--- src/rtl/pwb_pkg.sv ---
package pwb_pkg;
  // Write length codes carried on the first beat
  typedef enum logic [1:0] {
    SZ_ONE  = 2'b00,
    SZ_TWO  = 2'b01,
    SZ_FOUR = 2'b10,
    SZ_ALT4 = 2'b11
  } wsize_e;

  // Number of beats for a size code
  function automatic int unsigned beats_of(input logic [1:0] code);
    case (wsize_e'(code))
      SZ_ONE:  beats_of = 1;
      SZ_TWO:  beats_of = 2;
      default: beats_of = 4;
    endcase
  endfunction
endpackage

--- src/rtl/pwb_ctrl.sv ---
module pwb_ctrl
  import pwb_pkg::*;
#(
  parameter int DEPTH = 4,
  localparam int CNT_W = $clog2(DEPTH + 1),
  localparam int IDX_W = $clog2(DEPTH)
) (
  input  logic             clk,
  input  logic             rst_n,
  input  logic             cpu_valid,
  input  logic             cpu_we,
  input  logic             cpu_to_mem,
  input  logic [1:0]       cpu_size,
  input  logic             mem_wready,
  output logic             cpu_ready,
  output logic             take_first,
  output logic             take_word,
  output logic [IDX_W-1:0] wr_idx,
  output logic [IDX_W-1:0] rd_idx,
  output logic             mem_wvalid,
  output logic             drain_fire,
  output logic             wbuf_empty
);
  localparam logic [CNT_W-1:0] ONE = CNT_W'(1);

  logic             filling_q, busy_q;
  logic [CNT_W-1:0] len_q, wr_cnt_q, rd_cnt_q;
  logic [CNT_W-1:0] first_len;
  logic             take_next, last_drain;

  assign first_len  = CNT_W'(beats_of(cpu_size));
  assign take_first = cpu_valid & cpu_we & cpu_to_mem & ~filling_q & ~busy_q;
  assign take_next  = cpu_valid & filling_q;
  assign take_word  = take_first | take_next;
  assign wr_idx     = take_first ? '0 : wr_cnt_q[IDX_W-1:0];
  assign rd_idx     = rd_cnt_q[IDX_W-1:0];

  // only memory-bound requests wait for the drain
  assign cpu_ready  = filling_q | ~cpu_to_mem | ~busy_q;
  assign mem_wvalid = busy_q & (rd_cnt_q < wr_cnt_q);
  assign drain_fire = mem_wvalid & mem_wready;
  assign last_drain = drain_fire & ((rd_cnt_q + ONE) == len_q);
  assign wbuf_empty = ~busy_q;

  always_ff @(posedge clk) begin
    if (!rst_n) begin
      filling_q <= 1'b0;
      busy_q    <= 1'b0;
      len_q     <= '0;
      wr_cnt_q  <= '0;
      rd_cnt_q  <= '0;
    end else if (take_first) begin
      len_q     <= first_len;
      wr_cnt_q  <= ONE;
      rd_cnt_q  <= '0;
      busy_q    <= 1'b1;
      filling_q <= (first_len > ONE);
    end else begin
      if (take_next) begin
        wr_cnt_q <= wr_cnt_q + ONE;
        if ((wr_cnt_q + ONE) == len_q) filling_q <= 1'b0;
      end
      if (drain_fire) begin
        rd_cnt_q <= rd_cnt_q + ONE;
        if (last_drain) busy_q <= 1'b0;
      end
    end
  end

  p_stall_mem_r6: assert property (@(posedge clk) disable iff (!rst_n)
    (cpu_valid && cpu_to_mem && !filling_q && !wbuf_empty) |-> !cpu_ready);
  p_ibus_ready_r7: assert property (@(posedge clk) disable iff (!rst_n)
    (cpu_valid && !cpu_to_mem) |-> cpu_ready);
  p_drain_start_r3: assert property (@(posedge clk) disable iff (!rst_n)
    take_first |=> mem_wvalid);
  p_empty_after_r8: assert property (@(posedge clk) disable iff (!rst_n)
    last_drain |=> wbuf_empty);
  p_idle_quiet_r8: assert property (@(posedge clk) disable iff (!rst_n)
    wbuf_empty |-> !mem_wvalid);
  p_no_overflow_r10: assert property (@(posedge clk) disable iff (!rst_n)
    (wr_cnt_q <= CNT_W'(DEPTH)) && (rd_cnt_q <= wr_cnt_q) && (wr_cnt_q <= len_q));
endmodule

--- src/rtl/pwb_store.sv ---
module pwb_store #(
  parameter int AW    = 32,
  parameter int DW    = 32,
  parameter int DEPTH = 4,
  localparam int IDX_W = $clog2(DEPTH)
) (
  input  logic             clk,
  input  logic             rst_n,
  input  logic             take_first,
  input  logic             take_word,
  input  logic [IDX_W-1:0] wr_idx,
  input  logic [IDX_W-1:0] rd_idx,
  input  logic [AW-1:0]    cpu_addr,
  input  logic [DW-1:0]    cpu_wdata,
  output logic [AW-1:0]    mem_waddr,
  output logic [DW-1:0]    mem_wdata
);
  logic [AW-1:0] base_q;
  logic [DW-1:0] slot_q [DEPTH];

  // word k of the transaction lands at base + k
  function automatic logic [AW-1:0] slot_addr(input logic [AW-1:0] base,
                                               input logic [IDX_W-1:0] k);
    slot_addr = base + AW'(k);
  endfunction

  always_ff @(posedge clk) begin
    if (!rst_n) base_q <= '0;
    else if (take_first) base_q <= cpu_addr;
  end

  always_ff @(posedge clk) begin
    if (take_word) slot_q[wr_idx] <= cpu_wdata;
  end

  assign mem_waddr = slot_addr(base_q, rd_idx);
  assign mem_wdata = slot_q[rd_idx];
endmodule

--- src/rtl/posted_wr_buf.sv ---
module posted_wr_buf #(
  parameter int AW    = 32,
  parameter int DW    = 32,
  parameter int DEPTH = 4
) (
  input  logic          clk,
  input  logic          rst_n,
  input  logic          cpu_valid,
  input  logic          cpu_we,
  input  logic          cpu_to_mem,
  input  logic [1:0]    cpu_size,
  input  logic [AW-1:0] cpu_addr,
  input  logic [DW-1:0] cpu_wdata,
  output logic          cpu_ready,
  output logic          mem_wvalid,
  input  logic          mem_wready,
  output logic [AW-1:0] mem_waddr,
  output logic [DW-1:0] mem_wdata,
  output logic          wbuf_empty
);
  localparam int IDX_W = $clog2(DEPTH);

  logic             take_first, take_word, drain_fire;
  logic [IDX_W-1:0] wr_idx, rd_idx;

  pwb_ctrl #(.DEPTH(DEPTH)) u_ctrl (
    .clk(clk), .rst_n(rst_n),
    .cpu_valid(cpu_valid), .cpu_we(cpu_we), .cpu_to_mem(cpu_to_mem),
    .cpu_size(cpu_size), .mem_wready(mem_wready),
    .cpu_ready(cpu_ready), .take_first(take_first), .take_word(take_word),
    .wr_idx(wr_idx), .rd_idx(rd_idx), .mem_wvalid(mem_wvalid),
    .drain_fire(drain_fire), .wbuf_empty(wbuf_empty)
  );

  pwb_store #(.AW(AW), .DW(DW), .DEPTH(DEPTH)) u_store (
    .clk(clk), .rst_n(rst_n),
    .take_first(take_first), .take_word(take_word),
    .wr_idx(wr_idx), .rd_idx(rd_idx),
    .cpu_addr(cpu_addr), .cpu_wdata(cpu_wdata),
    .mem_waddr(mem_waddr), .mem_wdata(mem_wdata)
  );

  p_hold_r5: assert property (@(posedge clk) disable iff (!rst_n)
    (mem_wvalid && !mem_wready) |=> (mem_wvalid && $stable(mem_waddr) && $stable(mem_wdata)));
  p_addr_step_r4: assert property (@(posedge clk) disable iff (!rst_n)
    drain_fire |=> (!mem_wvalid || (mem_waddr == $past(mem_waddr) + AW'(1))));
endmodule

--- config.mk ---
export PLATFORM = sky130hd
export DESIGN_NAME = posted_wr_buf
export DESIGN_NICKNAME = d
export VERILOG_FILES = /design/src/rtl/pwb_pkg.sv /design/src/rtl/pwb_ctrl.sv /design/src/rtl/pwb_store.sv /design/src/rtl/posted_wr_buf.sv
export SDC_FILE = /design/constraint.sdc
export NUM_CORES = 1
export LEC_CHECK = 0
export ABC_AREA = 1
export BUFFER_PORTS_ARGS = -buffer_cell sky130_fd_sc_hd__buf_2
export CAP_MARGIN = 25
export CORE_ASPECT_RATIO = 1.75
export CORE_MARGIN = 5
export CORE_UTILIZATION = 55
export CTS_CLUSTER_SIZE = 12
export DETAILED_ROUTE_END_ITERATION = 8
export PLACE_DENSITY = 0.89
export SYNTH_ARGS = -nofsm -noshare
export SYNTH_HDL_FRONTEND = slang
export SYNTH_SLANG_ARGS = --single-unit
--- constraint.sdc ---
create_clock -name clk -period 4.73 [get_ports clk]
set_input_delay 0 -clock clk [delete_from_list [all_inputs] [get_ports clk]]
set_output_delay 0 -clock clk [all_outputs]
set_load 0.005 [all_outputs]
# Word-level counts from Yosys, hierarchy flattened
# Memory sizes are Yosys's and may differ from the RTL's. A register that Yosys moved wholly into a read port is not among the register bits.
# Index checks and enable logic that the tools add are counted.
[word_totals] out_inout_bits=67 ram_bits=128 register_bits=43 inputBits=72 memories=1 wordCells=53
[op_classes] n_mux=14 reduce_logical=8 n_addsub=3 eq_ne=3 bitwise_logic=15 order_cmp=2
[memory_table] memory="u_store.slot_q" words=4 word_bits=32 read_ports=1 rd_ports_with_merged_regs=1 write_ports=1 line_no="pwb_store.sv:19" text="logic [DW-1:0] slot_q [DEPTH];"
[ops] op="adder 32 x 2 -> 32 bit" count=1
[ops] op="two-way mux 1 bit" count=10
[ops] op="AND 1 bit" count=8
[ops] op="nonzero test 2 bit" count=4
[ops] op="adder 3 x 1 -> 3 bit (second input constant)" count=2
[ops] op="equality test 3 bit" count=2
[ops] op="two-way mux 2 bit" count=3
[ops] op="one-hot mux 3 bit (2 select lines)" count=1
[ops] op="inverter 1 bit" count=4
[ops] op="AND reduction 2 bit" count=2
[ops] op="> comparator 3 x 1 -> 1 bit (second input constant)" count=1
[ops] op="< comparator 3 bit" count=1
[ops] op="bitwise OR 1 bit" count=3
[ops] op="equality test 2 x 1 -> 1 bit (second input constant)" count=1
[ops] op="zero test 2 bit" count=1
[ops] op="OR reduction 2 bit" count=1

# Depth between registers and ports, before layout
[depth] word_depth=7 mapped_depth=11 ltp_nobuf=11

# Cells and area by module
# Synthesis repeated with hierarchy kept, for this count alone.
[hier_totals] cells_unflattened=752 area_unflattened_um2=7444.6
[modules_own_cells] module="pwb_store" n_inst=1 cells_each=651 seq_area_each_um2=4484.3 area_per_inst_um2=6759.0
[modules_own_cells] module="pwb_ctrl" n_inst=1 cells_each=101 seq_area_each_um2=220.2 area_per_inst_um2=685.7

# Least setup slack after synthesis
# OpenSTA, ideal clock, no wires.
[synth_timing] kind="register to register" from="register u_ctrl.busy_q" to="memory u_store.slot_q[2][0] (enable)" required_ps=4269 stages_incl_launch_ff=6 n_path_buf=1 t_arrival_ps=2997 period_less_slack_ps=3458 setup_ps=461 setup_slack_ps=1272 cell_sequence="dfxtp_1 nor3_2 inv_2 buf_2 nand2_1 nor3_1"
[synth_between] elab_chain_cells=5 word_cells_on_any_way=6 cone_classes="mux (3); bitwise (3)"
[synth_lines] item="from (decl)" line_no="pwb_ctrl.sv:26" text="logic filling_q, busy_q;"
[synth_lines] item="from (signal assigned)" line_no="pwb_ctrl.sv:48" text="busy_q <= 1'b0;"
[synth_lines] item="from (signal assigned)" line_no="pwb_ctrl.sv:56" text="busy_q <= 1'b1;"
[synth_lines] item="from (signal assigned)" line_no="pwb_ctrl.sv:65" text="if (last_drain) busy_q <= 1'b0;"
[synth_lines] item="inverter 1 bit (*)" line_no="pwb_ctrl.sv:32" text="assign take_first = cpu_valid & cpu_we & cpu_to_mem & ~filling_q & ~busy_q;"
[synth_lines] item="AND 1 bit (*)" line_no="pwb_ctrl.sv:32"
[synth_lines] item="bitwise OR 1 bit" line_no="pwb_ctrl.sv:34" text="assign take_word = take_first | take_next;"
[synth_lines] item="two-way mux 1 bit" line_no="pwb_store.sv:33" text="if (take_word) slot_q[wr_idx] <= cpu_wdata;"
[synth_lines] item="two-way mux 1 bit (not written as such)" line_no="pwb_store.sv:33"
[synth_lines] item="to (decl)" line_no="pwb_store.sv:19"
# Every way passes the cells marked *; elsewhere a longest branch is shown, timed or not.

==> impl_metrics.tcl <==
set metrics [dict create \
    outcome "completed" \
    crit_arrival_ns 2.70 \
    first_iter_violations 448 \
    grt_pass1_vias 6268 \
    critical_path.max_fanout 53 \
    syn-num-nets 790 \
    syn_area_per_cell_um2 10.5 \
    r2r_setup_slack_ns 2.24 \
    async_reset_ff_share_pct 0 \
    rsz0062_at_grt "no" \
    use_met3_pct 5.86 \
    ys.flop_type "edfxtp_1" \
    worstReg2RegEnd "u_store.slot_q[3][8]$_DFFE_PP_" \
    powerDensity_nw_per_um2 336 \
    crit_path_cell_trace "buf_12, clkinv_1, buf_4, o21ai_0, o22ai_1, buf_2" \
    antenna_left 0 \
    area.growth.synth_to_final_pct 29.1 \
    p_leak_nw 3.76 \
    synth_seq_cells 173 \
    portBuffers 138 \
    pre_cts_ws_ns 1.86 \
    cp_slowest_cell "clkinv_1" \
    rows 56 \
    die_x_um 98.0 \
    fin_crit_ns 2.70 \
    h-tree-depth 4 \
    synth_cell_type_count 34 \
    wire_per_inst_um 17.4 \
    ff2ff_path_depth 6 \
    grt-ovfl-total 0 \
    grt_usage_pct 24.2 \
    clk_path_buf_depth 2 \
    clock-sinks 173 \
    num_vias 6095 \
    nets 992 \
    worstSetupStartpointType "flip-flop" \
    hp-class "input port to flip-flop" \
    synth.area.top_cells "edfxtp_1 52%, dfxtp_1 12%, o21ai_0 6.6%" \
    busiest_layer "met2" \
    synth_warnings 0 \
    synth_common_cells "128 x edfxtp_1, 117 x nor2_1, 99 x o21ai_0, 88 x nand2_1, 45 x dfxtp_1" \
    gp_congestion 0.958 \
    tightest_slew_ns 0.966 \
    die_h_um 164 \
    syn-cell-area_um2 7460 \
    r2r-start "u_ctrl.busy_q$_SDFFE_PN0P_" \
    drv_cap 0 \
    min_from "cpu_valid" \
    antenna_found_initial 1 \
    die_area_um2 16100 \
    synth_top_area_share_pct 51.5 \
    drcViolationCount 0 \
    crit_end "mem_wdata[1]" \
    finalWirelength_um 19200 \
    clock_skew_ns 0.0179 \
    grt_max_degree 66 \
    synth_area_leader_cell "edfxtp_1" \
    clk_latency_ns 0.43 \
    cts_tree "done" \
    io_pins 139 \
    finalMaxSlewViolations 0 \
    finish.instance_area_um2 9630 \
    cts_hold_buf 67 \
    min_period_over_period_pct 57.2 \
    root_buffer "clkbuf_16" \
    met2_usage_pct 46.0 \
    max_freq_mhz 370 \
    drive_above_1_share_pct 22.7 \
    vias_per_cell 5.54 \
    first_pass_iters 5 \
    vdd_drop_max_uv 278 \
    path_delay_family "buffers and inverters" \
    fin_util_pct 72.0 \
    cts_setup_buffers 0 \
    maxSlewHeadroom_pct 35.5 \
    synth_cells 711 \
    worst_path_largest_cell_delay_ns 0.55 \
    critPathCaptureType "primary output" \
    dpl-instance-area_um2 8340 \
    critical_path_class "flip-flop to primary output" \
    core-area_um2 13400 \
    dp_hpwl_um 12200 \
    hold_violations 0 \
    synthMostInstantiatedCell "edfxtp_1" \
    critPathBufInv 4 \
    cts_buffers 17 \
    crit_required_ns 4.73 \
    setup_violations 0 \
    use_met1_pct 24.7 \
    initial_core_util_pct 55.7 \
    path_clk_slew_ns 0.07 \
    setup_tns_ns 0 \
    cp.depth 6 \
    fin_ws_ns 2.03 \
    cts-resized-gates 0 \
    grt_pass1_wl_um 30200 \
    synth_seq_area_share_pct 63.6 \
    total_power_w 0.00324 \
    synth_edf_count 128 \
]
stage by stage:
stage | cells | hold WS, ns
after CTS | 1098 | 0.0513
after floorplan | 711 | 0.0729
after global routing | 1101 | 0.0816
after detailed placement | 999 | 0.215
after global placement | 998 | 0.210
final | 1101 | 0.0715
per-layer routing:
layer  routed length [um]  up-vias
met5                    0        -
met4                  661        0
met3                 1310       48
met2                10700      306
met1                 6460     2869
li1                     -     2872
final cells by class:
class	instances	area, um2
Sequential cell	173	4750
Fill cell	906	3750
Multi-Input combinational cell	458	2430
Timing Repair Buffer	213	1460
Clock buffer	18	429
Tap cell	174	218
Inverter	50	190
Clock inverter	14	154
Antenna cell	1	2.50
tightest hold or removal path, stage by stage:
cell	delay, ns
buf_2	0.09
nand2_1	0.17
nand2_1	0.12
a21oi_1	0.06
power breakdown:
part           total [W]  internal, W  switching (W)
Combinational   0.000215     0.000107       0.000108
Sequential       0.00169      0.00166      0.0000262
Clock            0.00134     0.000704       0.000631
Total            0.00324      0.00247       0.000765
registers in the layout, summed over array words and instances (netlist names), named ones only:
name	flops
u_ctrl.len_q	3
u_ctrl.wr_cnt_q	3
u_ctrl.busy_q	1
u_store.base_q	32
u_ctrl.rd_cnt_q	3
u_ctrl.filling_q	1
u_store.slot_q	128
cells by family (layout without fill, tap and decap cells):
kind of cell               Yosys count  count (layout)  share of synthesized area (%)
other                                0               1                              0
adders and majority gates            7               7                           1.27
buffers and inverters               80             295                           4.14
xor gates and xnor gates            29              29                           3.51
DFF                                173             173                           63.6
AOI/OAI and AO/OA                  162             162                           11.5
and+or+nand+nor                    260             260                           16.0
how the worst min path moves through the flow:
stage,end,slack (ns),cells after the start
after global routing,u_ctrl.wr_cnt_q[1]$_SDFFE_PP0P_,0.08,4
after floorplan,cpu_ready,0.07,1
after detailed placement,u_store.slot_q[0][30]$_DFFE_PP_,0.22,1
after global placement,u_store.slot_q[0][7]$_DFFE_PP_,0.21,1
after CTS,u_ctrl.wr_cnt_q[1]$_SDFFE_PP0P_,0.05,4
final,u_ctrl.wr_cnt_q[1]$_SDFFE_PP0P_,0.07,4
cell usage in the layout, fill, tap and decap left out, types with 3 or more instances in the layout:
| master | n |
|---|---|
| o22ai_1 | 32 |
| clkbuf_16 | 17 |
| nand3_1 | 10 |
| xnor2_1 | 7 |
| dfxtp_1 | 44 |
| nor3_2 | 9 |
| o21ai_0 | 99 |
| a21oi_1 | 29 |
| clkinv_8 | 3 |
| dlygate4sd3_1 | 67 |
| clkinv_4 | 3 |
| edfxtp_1 | 128 |
| buf_4 | 5 |
| clkinvlp_4 | 3 |
| inv_1 | 44 |
| nand2_1 | 88 |
| xor2_1 | 21 |
| nand4_1 | 6 |
| nor3_1 | 10 |
| inv_8 | 5 |
| ha_1 | 6 |
| nor2_1 | 117 |
| nand3b_1 | 4 |
| nor2_2 | 3 |
| buf_2 | 138 |
| inv_2 | 4 |
| nand2_2 | 3 |
Power figures use the tool's default switching activity.
